--- config.mk ---
export PLATFORM = sky130hd
export DESIGN_NAME = cfg_i2c_target
export DESIGN_NICKNAME = d
export VERILOG_FILES = /design/src/rtl/cfg_i2c_pkg.sv /design/src/rtl/cfg_i2c_line_filter.sv /design/src/rtl/cfg_i2c_bus_engine.sv /design/src/rtl/cfg_i2c_regfile.sv /design/src/rtl/cfg_i2c_target.sv
export SDC_FILE = /design/constraint.sdc
export NUM_CORES = 1
export LEC_CHECK = 0
export ABC_AREA = 1
export ABC_CLOCK_PERIOD_IN_PS = 3200
export BUFFER_PORTS_ARGS = -buffer_cell sky130_fd_sc_hd__buf_2
export CORE_MARGIN = 5
export CORE_UTILIZATION = 64
export CTS_BUF_LIST = sky130_fd_sc_hd__clkbuf_4
export CTS_CLUSTER_DIAMETER = 60
export DETAILED_ROUTE_END_ITERATION = 7
export PLACE_DENSITY = 0.88
export SYNTH_ARGS = -nofsm -noshare
export SYNTH_HDL_FRONTEND = slang
export SYNTH_SLANG_ARGS = --single-unit
--- constraint.sdc ---
create_clock -name clk_i -period 3.2 [get_ports clk_i]
set_clock_uncertainty 0.2 [all_clocks]
set_input_delay 0 -clock clk_i [delete_from_list [all_inputs] [get_ports clk_i]]
set_output_delay 0 -clock clk_i [all_outputs]
set_load 0.01 [all_outputs]
--- src/rtl/cfg_i2c_pkg.sv ---
package cfg_i2c_pkg;
  localparam int BYTE_W  = 8;
  localparam int ADDR_W  = 7;
  localparam int FIXED_W = 2;
  localparam int STRAP_W = ADDR_W - FIXED_W;
  localparam logic [FIXED_W-1:0] FIXED_BITS = 2'b11;
  localparam int CNT_W   = $clog2(BYTE_W + 1);

  typedef enum logic [2:0] {
    ST_IDLE,
    ST_ADDR,
    ST_REG,
    ST_WDATA,
    ST_RDATA,
    ST_SKIP
  } bus_state_e;
endpackage

--- src/rtl/cfg_i2c_line_filter.sv ---
module cfg_i2c_line_filter #(
  parameter int SYNC_STAGES = 2
) (
  input  logic clk_i,
  input  logic rst_ni,
  input  logic line_i,
  output logic filt_o,
  output logic filt_d_o
);
  logic [SYNC_STAGES-1:0] sync_q;
  logic last_q, filt_q, filt_d_q;

  always_ff @(posedge clk_i or negedge rst_ni) begin
    if (!rst_ni) begin
      sync_q   <= '1;
      last_q   <= 1'b1;
      filt_q   <= 1'b1;
      filt_d_q <= 1'b1;
    end else begin
      sync_q   <= {sync_q[SYNC_STAGES-2:0], line_i};
      last_q   <= sync_q[SYNC_STAGES-1];
      // accept a level only when two consecutive samples agree
      if (last_q == sync_q[SYNC_STAGES-1]) filt_q <= last_q;
      filt_d_q <= filt_q;
    end
  end

  assign filt_o   = filt_q;
  assign filt_d_o = filt_d_q;
endmodule

--- src/rtl/cfg_i2c_bus_engine.sv ---
module cfg_i2c_bus_engine
  import cfg_i2c_pkg::*;
(
  input  logic                     clk_i,
  input  logic                     rst_ni,
  input  logic                     start_i,
  input  logic                     stop_i,
  input  logic                     scl_rise_i,
  input  logic                     scl_fall_i,
  input  logic                     sda_i,
  input  logic [ADDR_W-1:0]        dev_addr_i,
  input  logic [BYTE_W-1:0]        rd_data_i,
  output logic [BYTE_W-1:0]        ptr_o,
  output logic                     wr_en_o,
  output logic [BYTE_W-1:0]        wr_data_o,
  output logic                     sda_oe_o
);
  localparam logic [CNT_W-1:0] FULL_CNT = CNT_W'(BYTE_W);
  localparam logic [CNT_W-1:0] LAST_TX  = CNT_W'(BYTE_W - 1);

  bus_state_e         state_q;
  logic [CNT_W-1:0]   bit_cnt_q;
  logic [BYTE_W-1:0]  shreg_q, ptr_q, wr_data_q;
  logic               ack_q, rw_q, oe_q, wr_en_q;
  logic               rx_state;

  assign rx_state = state_q inside {ST_ADDR, ST_REG, ST_WDATA};

  always_ff @(posedge clk_i or negedge rst_ni) begin
    if (!rst_ni) begin
      state_q   <= ST_IDLE;
      bit_cnt_q <= '0;
      shreg_q   <= '0;
      ptr_q     <= '0;
      wr_data_q <= '0;
      ack_q     <= 1'b0;
      rw_q      <= 1'b0;
      oe_q      <= 1'b0;
      wr_en_q   <= 1'b0;
    end else begin
      wr_en_q <= 1'b0;
      if (start_i) begin
        state_q   <= ST_ADDR;
        bit_cnt_q <= '0;
        ack_q     <= 1'b0;
        oe_q      <= 1'b0;
      end else if (stop_i) begin
        state_q <= ST_IDLE;
        ack_q   <= 1'b0;
        oe_q    <= 1'b0;
      end else if (scl_rise_i) begin
        if (rx_state && !ack_q && bit_cnt_q != FULL_CNT) begin
          shreg_q   <= {shreg_q[BYTE_W-2:0], sda_i};
          bit_cnt_q <= bit_cnt_q + 1'b1;
        end else if (state_q == ST_RDATA && ack_q) begin
          // master answer sampled; single-byte reads only
          state_q <= ST_SKIP;
        end
      end else if (scl_fall_i) begin
        if (ack_q) begin
          ack_q     <= 1'b0;
          oe_q      <= 1'b0;
          bit_cnt_q <= '0;
          case (state_q)
            ST_ADDR: begin
              if (rw_q) begin
                state_q <= ST_RDATA;
                shreg_q <= rd_data_i;
                oe_q    <= ~rd_data_i[BYTE_W-1];
              end else begin
                state_q <= ST_REG;
              end
            end
            ST_REG:   state_q <= ST_WDATA;
            ST_WDATA: state_q <= ST_SKIP;
            default: ;
          endcase
        end else if (rx_state && bit_cnt_q == FULL_CNT) begin
          case (state_q)
            ST_ADDR: begin
              if (shreg_q[BYTE_W-1:1] == dev_addr_i) begin
                rw_q  <= shreg_q[0];
                ack_q <= 1'b1;
                oe_q  <= 1'b1;
              end else begin
                state_q <= ST_SKIP;
              end
            end
            ST_REG: begin
              ptr_q <= shreg_q;
              ack_q <= 1'b1;
              oe_q  <= 1'b1;
            end
            ST_WDATA: begin
              wr_en_q   <= 1'b1;
              wr_data_q <= shreg_q;
              ack_q     <= 1'b1;
              oe_q      <= 1'b1;
            end
            default: ;
          endcase
        end else if (state_q == ST_RDATA) begin
          if (bit_cnt_q == LAST_TX) begin
            oe_q  <= 1'b0;
            ack_q <= 1'b1;
          end else begin
            shreg_q   <= {shreg_q[BYTE_W-2:0], 1'b0};
            oe_q      <= ~shreg_q[BYTE_W-2];
            bit_cnt_q <= bit_cnt_q + 1'b1;
          end
        end
      end
    end
  end

  assign ptr_o     = ptr_q;
  assign wr_en_o   = wr_en_q;
  assign wr_data_o = wr_data_q;
  assign sda_oe_o  = oe_q;
endmodule

--- src/rtl/cfg_i2c_regfile.sv ---
module cfg_i2c_regfile
  import cfg_i2c_pkg::*;
#(
  parameter int                NUM_OUTS    = 6,
  parameter logic [BYTE_W-1:0] MARGIN_ADDR = 8'h10
) (
  input  logic                       clk_i,
  input  logic                       rst_ni,
  input  logic                       wr_en_i,
  input  logic [BYTE_W-1:0]          addr_i,
  input  logic [BYTE_W-1:0]          wr_data_i,
  output logic [BYTE_W-1:0]          rd_data_o,
  output logic [NUM_OUTS*BYTE_W-1:0] freq_o,
  output logic [BYTE_W-1:0]          margin_o
);
  logic [BYTE_W-1:0] freq_q [NUM_OUTS];
  logic [BYTE_W-1:0] margin_q;

  for (genvar i = 0; i < NUM_OUTS; i++) begin : g_slot
    always_ff @(posedge clk_i or negedge rst_ni) begin
      if (!rst_ni)                                    freq_q[i] <= '0;
      else if (wr_en_i && addr_i == BYTE_W'(i))       freq_q[i] <= wr_data_i;
    end
    assign freq_o[i*BYTE_W +: BYTE_W] = freq_q[i];
  end

  always_ff @(posedge clk_i or negedge rst_ni) begin
    if (!rst_ni)                              margin_q <= '0;
    else if (wr_en_i && addr_i == MARGIN_ADDR) margin_q <= wr_data_i;
  end

  always_comb begin
    rd_data_o = '0;
    for (int i = 0; i < NUM_OUTS; i++) begin
      if (addr_i == BYTE_W'(i)) rd_data_o = freq_q[i];
    end
    if (addr_i == MARGIN_ADDR) rd_data_o = margin_q;
  end

  assign margin_o = margin_q;
endmodule

--- src/rtl/cfg_i2c_target.sv ---
module cfg_i2c_target
  import cfg_i2c_pkg::*;
#(
  parameter int                NUM_OUTS    = 6,
  parameter logic [BYTE_W-1:0] MARGIN_ADDR = 8'h10,
  parameter int                SYNC_STAGES = 2
) (
  input  logic                       clk_i,
  input  logic                       rst_ni,
  input  logic                       scl_i,
  input  logic                       sda_i,
  output logic                       sda_oe_o,
  input  logic [STRAP_W-1:0]         strap_i,
  output logic [NUM_OUTS*BYTE_W-1:0] freq_sel_o,
  output logic [BYTE_W-1:0]          margin_o
);
  logic scl_f, scl_d, sda_f, sda_d;
  logic start, stop, scl_rise, scl_fall;
  logic [BYTE_W-1:0] ptr, wr_data, rd_data;
  logic wr_en;
  logic [ADDR_W-1:0] dev_addr;

  cfg_i2c_line_filter #(.SYNC_STAGES(SYNC_STAGES)) i_scl_filt (
    .clk_i(clk_i), .rst_ni(rst_ni), .line_i(scl_i), .filt_o(scl_f), .filt_d_o(scl_d)
  );
  cfg_i2c_line_filter #(.SYNC_STAGES(SYNC_STAGES)) i_sda_filt (
    .clk_i(clk_i), .rst_ni(rst_ni), .line_i(sda_i), .filt_o(sda_f), .filt_d_o(sda_d)
  );

  // bus conditions: SDA edge while SCL held high
  assign start    = scl_f & scl_d & sda_d & ~sda_f;
  assign stop     = scl_f & scl_d & ~sda_d & sda_f;
  assign scl_rise = scl_f & ~scl_d;
  assign scl_fall = ~scl_f & scl_d;
  assign dev_addr = {FIXED_BITS, strap_i};

  cfg_i2c_bus_engine i_engine (
    .clk_i      (clk_i),
    .rst_ni     (rst_ni),
    .start_i    (start),
    .stop_i     (stop),
    .scl_rise_i (scl_rise),
    .scl_fall_i (scl_fall),
    .sda_i      (sda_f),
    .dev_addr_i (dev_addr),
    .rd_data_i  (rd_data),
    .ptr_o      (ptr),
    .wr_en_o    (wr_en),
    .wr_data_o  (wr_data),
    .sda_oe_o   (sda_oe_o)
  );

  cfg_i2c_regfile #(.NUM_OUTS(NUM_OUTS), .MARGIN_ADDR(MARGIN_ADDR)) i_regs (
    .clk_i     (clk_i),
    .rst_ni    (rst_ni),
    .wr_en_i   (wr_en),
    .addr_i    (ptr),
    .wr_data_i (wr_data),
    .rd_data_o (rd_data),
    .freq_o    (freq_sel_o),
    .margin_o  (margin_o)
  );
endmodule

======== Word level (Yosys, flattened, before mapping) ========
Cells that the tools add are included.
cells by class
  $add $sub $neg .......................... 1
  $mul .................................... 0
  div/mod/pow operators ................... 0
  magnitude comparators ................... 0
  equal/unequal tests ..................... 31
  shift-type cells ........................ 0
  multiplexer cells ....................... 66
  bitwise gates (word level) .............. 17
  reduce and logical (&&, ||, !) cells .... 33
operators by type and width
  cell                                                 number
  2-to-1 mux 8 bit                                     16
  2-to-1 mux 4 bit                                     9
  2-to-1 mux 3 bit                                     11
  2-to-1 mux 1 bit                                     27
  AND reduction 7 bit                                  3
  equality test 8 x 2 -> 1 bit, second input constant  2
  equality test 8 x 3 -> 1 bit, second input constant  2
  nonzero test 5 bit                                   3
  nonzero test 3 bit                                   4
  logical AND 1 bit                                    11
  inverter 1 bit                                       10
  != test 3 x 1 -> 1 bit, second input constant        3
  != test 3 x 2 -> 1 bit, second input constant        3
  one-hot mux 3 bit (3 select lines)                   1
  AND reduction 9 bit                                  1
  equality test 8 x 1 -> 1 bit, second input constant  1
  equality test 8 x 5 -> 1 bit, second input constant  1
  logical NOT 8 bit                                    1
  != test 4 x 1 -> 1 bit, second input constant        2
  != test 4 x 2 -> 1 bit, second input constant        2
  AND reduction 8 bit                                  1
  nonzero test 4 bit                                   2
  AND 1 bit                                            7
  equality test 7 bit                                  1
  other kinds (21)                                     24
word-level totals
  register bits ........................... 101
  bits in latches ......................... 0
  RAM bits ................................ 0
  bits in read-only memories .............. 0
  input port bits ......................... 9
  output and inout bits ................... 57
  word-level logic and storage cells ...... 172
  memories kept ........................... 0

======== Depth between registers and ports, before layout ========
  word-level depth ........................ 16
  mapped depth ............................ 12
  mapped depth without buffers ............ 12

======== Modules after synthesis ========
A second synthesis with hierarchy kept.
second synthesis, totals
  cell total of the unflattened synthesis .. 612
  area total of the unflattened synthesis .. 5192.5 sq um
modules (own cells, without submodules)
  module               instances  cells an instance  area each (sq um)  seq. area each (sq um)
  cfg_i2c_regfile      1          318                2733.9             1401.3
  cfg_i2c_bus_engine   1          264                2118.3             875.8
  cfg_i2c_line_filter  2          9                  147.6              131.4
  cfg_i2c_target       1          12                 45.0               0.0

======== Worst setup path before layout ========
No wires, ideal clock.
  kind .................................... register to register
  from .................................... register i_scl_filt.filt_d_q, in the netlist i_scl_filt.filt_d_o
  to ...................................... register i_engine.shreg_q[0]
  library setup time ...................... 0.122 ns
  data arrival time ....................... 1.741 ns
  required time ........................... 2.878 ns
  setup slack ............................. 1.137 ns
  stages on the path, launching flop included .. 11
  buffers on the path ..................... 2
  clock period less this slack ............ 2.063 ns
  cell sequence ........................... dfstp_2 -> inv_1 -> ha_1 -> nor2_1 -> inv_2 -> o211ai_1 -> or2_1 -> buf_6 -> buf_6 -> nand2_1 -> a21boi_2
between the ends
  word-level cells in the longest chain between the ends .. 5
  elaborated cells between the ends (all ways) .. 19
  classes of those cells .................. eq/ne (5); mux (1); bitwise (10); reduce/logical (3)
ends and longest elaborated chain
  element                                           RTL line                                    source
  start: declaration                                cfg_i2c_line_filter.sv:11                   logic last_q, filt_q, filt_d_q;
  start signal: assignment                          cfg_i2c_line_filter.sv:24                   filt_d_q <= filt_q;
  AND 1 bit                                         cfg_i2c_target.sv:31, cfg_i2c_target.sv:32
  AND 1 bit, on equally long branches (2 in a row)  cfg_i2c_target.sv:31, cfg_i2c_target.sv:32
  inverter 1 bit (no source line)                   --
  AND reduction 9 bit (no source line)              --
  end signal: assignment                            cfg_i2c_bus_engine.sv:53                    shreg_q <= {shreg_q[BYTE_W-2:0], sda_i};
  end signal: assignment                            cfg_i2c_bus_engine.sv:68                    shreg_q <= rd_data_i;
  end signal: assignment                            cfg_i2c_bus_engine.sv:107                   shreg_q <= {shreg_q[BYTE_W-2:0], 1'b0};
  end: declaration                                  cfg_i2c_bus_engine.sv:23                    logic [BYTE_W-1:0] shreg_q, ptr_q, wr_data_q;
Parallel ways exist; a longest one is shown, timed or not.
A chain may end at the register's enable or synchronous reset.

======== Worst setup path after layout ========
  from .................................... register i_engine.shreg_q[1]
  to ...................................... register i_engine.rw_q
between the ends
  word-level cells in the longest chain between the ends .. 2
ends and longest elaborated chain
  element                               RTL line                  source
  equality test 7 bit                   cfg_i2c_bus_engine.sv:81  if (shreg_q[BYTE_W-1:1] == dev_addr_i) begin
  AND reduction 8 bit (no source line)  --
  end signal: assignment                cfg_i2c_bus_engine.sv:82  rw_q <= shreg_q[0];
  end: declaration                      cfg_i2c_bus_engine.sv:24  logic ack_q, rw_q, oe_q, wr_en_q;
Every way passes these cells.

==> flow_summary.yaml <==
outcome:
  status: "finished clean"
synthesis:
  synth-async-reset-ratio_pct: 100.0
  synth.most_common_cell: "nand2_1"
  netlist_instances: 593
  ys_types: 31
  synth_area_leaders: "dfrtp_1 (48%), nand2_1 (14%), o21ai_0 (8.3%), dfstp_2 (5.5%), nor2_1 (5.4%)"
  yosys_warnings: 0
  ys.flop_type: "dfrtp_1"
  netlist_area_um2: 4777
  synth_area_per_cell_um2: 8.056
  yosys-top-cells-count: "nand2_1 (180), dfrtp_1 (91), o21ai_0 (79), nor2_1 (69), inv_1 (54)"
  synth_seq_cells: 101
  synth_edf_count: 0
  synth_nets: 607
  yosysSeqAreaShare_pct: 53.17
  yosys.area.top_type: "dfrtp_1"
  synth_top_area_share_pct: 47.67
placement:
  io_buffers: 65
  post-place-ws_ns: 0.8298
  dp_hpwl_mm: 8.669
  post_dp_cell_area_um2: 5185
  routabilityCongestion: 0.9525
hold_path:
  min_path_type: "input pin to flop"
  holdPathEnd: "i_engine.ack_q$_DFFE_PN0P_"
  hold_depth: 7
  min-delay-start: "strap_i[1]"
clock_network:
  cts.sinks: 101
  clockBufferDepth: 2
  h-tree-depth: 3
  clk_pin_slew_worst_paths_ns: 0.15
  clk_latency_ns: 0.45
  cts_tree: "built"
  post_cts_resized: 0
  clockRootBuffer: "clkbuf_4"
  numCtsBuffers: 9
finish:
  fin_nets: 683
  n_antenna_cell: 0
  drive_gt1_share_pct: 17.21
  area.growth.synth_to_final_pct: 13.38
  design_area_um2: 5416
power_and_ir_drop:
  vdd_ir_drop_max_v: 0.0003552
  p_total_mw: 2.664
  leakage_nw: 2.740
  power_density_nw_per_um2: 491.7
floorplanning:
  chipHeight_um: 96.40
  io_pins: 66
  rows: 31
  die_x_um: 96.40
  core_area_um2: 7253
  die_area_um2: 9292
  start_util_pct: 65.86
route:
  routedWlPerCell_um: 15.52
  firstDrtPassIters: 5
  wl_mm: 12.00
  drc: 0
  vias_per_cell: 5.624
  drt-initial-drc-count: 357
  via_count: 4347
  ant_nets: 0
sta:
  fin_crit_sh_pct: 83.32
  drv_slew: 0
  setup_viol: 0
  slew_headroom_pct: 61.51
  timing.hold.ws_ns: 0.04112
  tightest_slew_ns: 0.5757
  fmax_ghz: 0.3751
  rsz0062_at_grt: "false"
  finalWorstSetupSlack_ns: 0.5337
  fin_crit_ns: 2.666
  tns_ns: 0
  hold_viol: 0
setup_path:
  cp.arrival_ns: 2.85
  cp-start-kind: "flop"
  critPathBufInv: 3
  crit_slowest_cell: "dlygate4sd3_1"
  r2r-end: "i_engine.rw_q$_DFFE_PN0P_"
  cpPeakStageDelay_ns: 0.60
  reg2reg_depth: 10
  required_ns: 3.38
  crit_fanout: 5
  r2r-start: "i_engine.shreg_q[1]$_DFFE_PN0P_"
  critPathTopFamily: "buffers and inverters"
  crit_chain: "inv_1, nand2_1, nand2_1, dlygate4sd3_1, nor2_1, nand3_1, dlygate4sd3_1, nor3_1, nor2_1, a21oi_1"
  r2r_setup_slack_ns: 0.53
  critPathKind: "flop to flop"
  end_kind: "flop"
grt:
  grt-ovfl-total: 0
  antenna_found_initial: 0
  grt_max_degree: 40
  grt_pass1_wl_mm: 19.67
  grt_util_all_layers_pct: 28.22
  grt_pass1_vias: 3913
flow_run:
  cap_viol_max_count: 0
## logic make-up (layout without fill, tap and decap cells)
group | Yosys count | in the layout | share of synthesized area, %
DFF | 101 | 101 | 53.17
and+or+nand+nor | 302 | 302 | 26.24
adders and majority gates | 7 | 7 | 1.729
buffers and inverters | 75 | 156 | 6.260
AOI/OAI and AO/OA | 104 | 104 | 11.86
xor gates and xnor gates | 4 | 4 | 0.7335
## final cells by class
type	count	area, um^2
Clock buffer	10	75.07
Clock inverter	6	46.29
Fill cell	535	1837
Inverter	62	232.7
Multi-Input combinational cell	417	1938
Sequential cell	101	2540
Tap cell	99	123.9
Timing Repair Buffer	78	460.4
## cell usage in the layout, fill, tap and decap left out, drive strengths merged, types with 6 or more instances in the layout
master	n
dlygate4sd3	9
nand3	27
dfstp	10
dfrtp	91
o21ai	83
a21boi	8
nand2	182
nor2	77
buf	69
inv	64
clkbuf	10
nor3	6
## how the worst max path moves through the flow
stage / end / cells past startpoint / slack (ns) / from
floorplan: i_engine.shreg_q[0]$_DFFE_PN0P_ / 10 / 1.14 / i_scl_filt.filt_d_o$_DFF_PN1_
global placement: i_engine.shreg_q[0]$_DFFE_PN0P_ / 8 / 0.94 / i_scl_filt.filt_d_o$_DFF_PN1_
detailed placement: i_engine.shreg_q[6]$_DFFE_PN0P_ / 8 / 0.83 / i_scl_filt.filt_d_o$_DFF_PN1_
CTS: i_engine.rw_q$_DFFE_PN0P_ / 10 / 0.59 / i_engine.shreg_q[1]$_DFFE_PN0P_
global route: i_engine.rw_q$_DFFE_PN0P_ / 10 / 0.34 / i_engine.shreg_q[1]$_DFFE_PN0P_
finish: i_engine.rw_q$_DFFE_PN0P_ / 10 / 0.53 / i_engine.shreg_q[1]$_DFFE_PN0P_
## state kept, by name, indices dropped and copies added, names as in the netlist
signal and cells:
i_sda_filt.filt_o 1, i_regs.freq_o 48, i_engine.rw_q 1, i_scl_filt.sync_q 2, i_engine.state_q 3, i_regs.margin_o 8, i_engine.wr_data_o 8, i_scl_filt.filt_o 1
i_engine.ack_q 1, i_engine.wr_en_o 1, i_scl_filt.last_q 1, i_engine.shreg_q 8, i_engine.ptr_o 8, i_engine.bit_cnt_q 4, i_engine.sda_oe_o 1, i_sda_filt.last_q 1
i_sda_filt.filt_d_o 1, i_scl_filt.filt_d_o 1, i_sda_filt.sync_q 2
## per-layer routing
metal	routed length, um	vias to the layer above	track usage (%)
li1	-	2044	-
met1	5143	2068	42.12
met2	5600	201	42.90
met3	934	34	3.718
met4	319	0	9.696
met5	0	-	0
## what timing repair did
| item | in CTS | in global routing |
|---|---|---|
| hold buffers | 10 | 0 |
| setup buffers | 0 | 0 |
| endpoints found under the hold margin | 95 | 0 |
## power breakdown
part           internal (mW)  switching [mW]
logic                  0.209           0.369
registers               1.38          0.0954
clock network          0.175           0.432
## worst reg2reg max path: cells and delay by family (launching register included)
kind                   cells  cell delay (ns)
AO/OA/AOI/OAI              1             0.12
buffers and inverters      3             1.27
AND/OR/NAND/NOR            6             0.66
flip-flops                 1             0.38
## per-stage QoR
step,util [%],std cells
global route,74.68,773
floorplan,-,593
detailed placement,71.49,747
CTS,74.68,773
finish,74.68,773
global placement,71.49,747
Power figures use the tool's default switching activity.
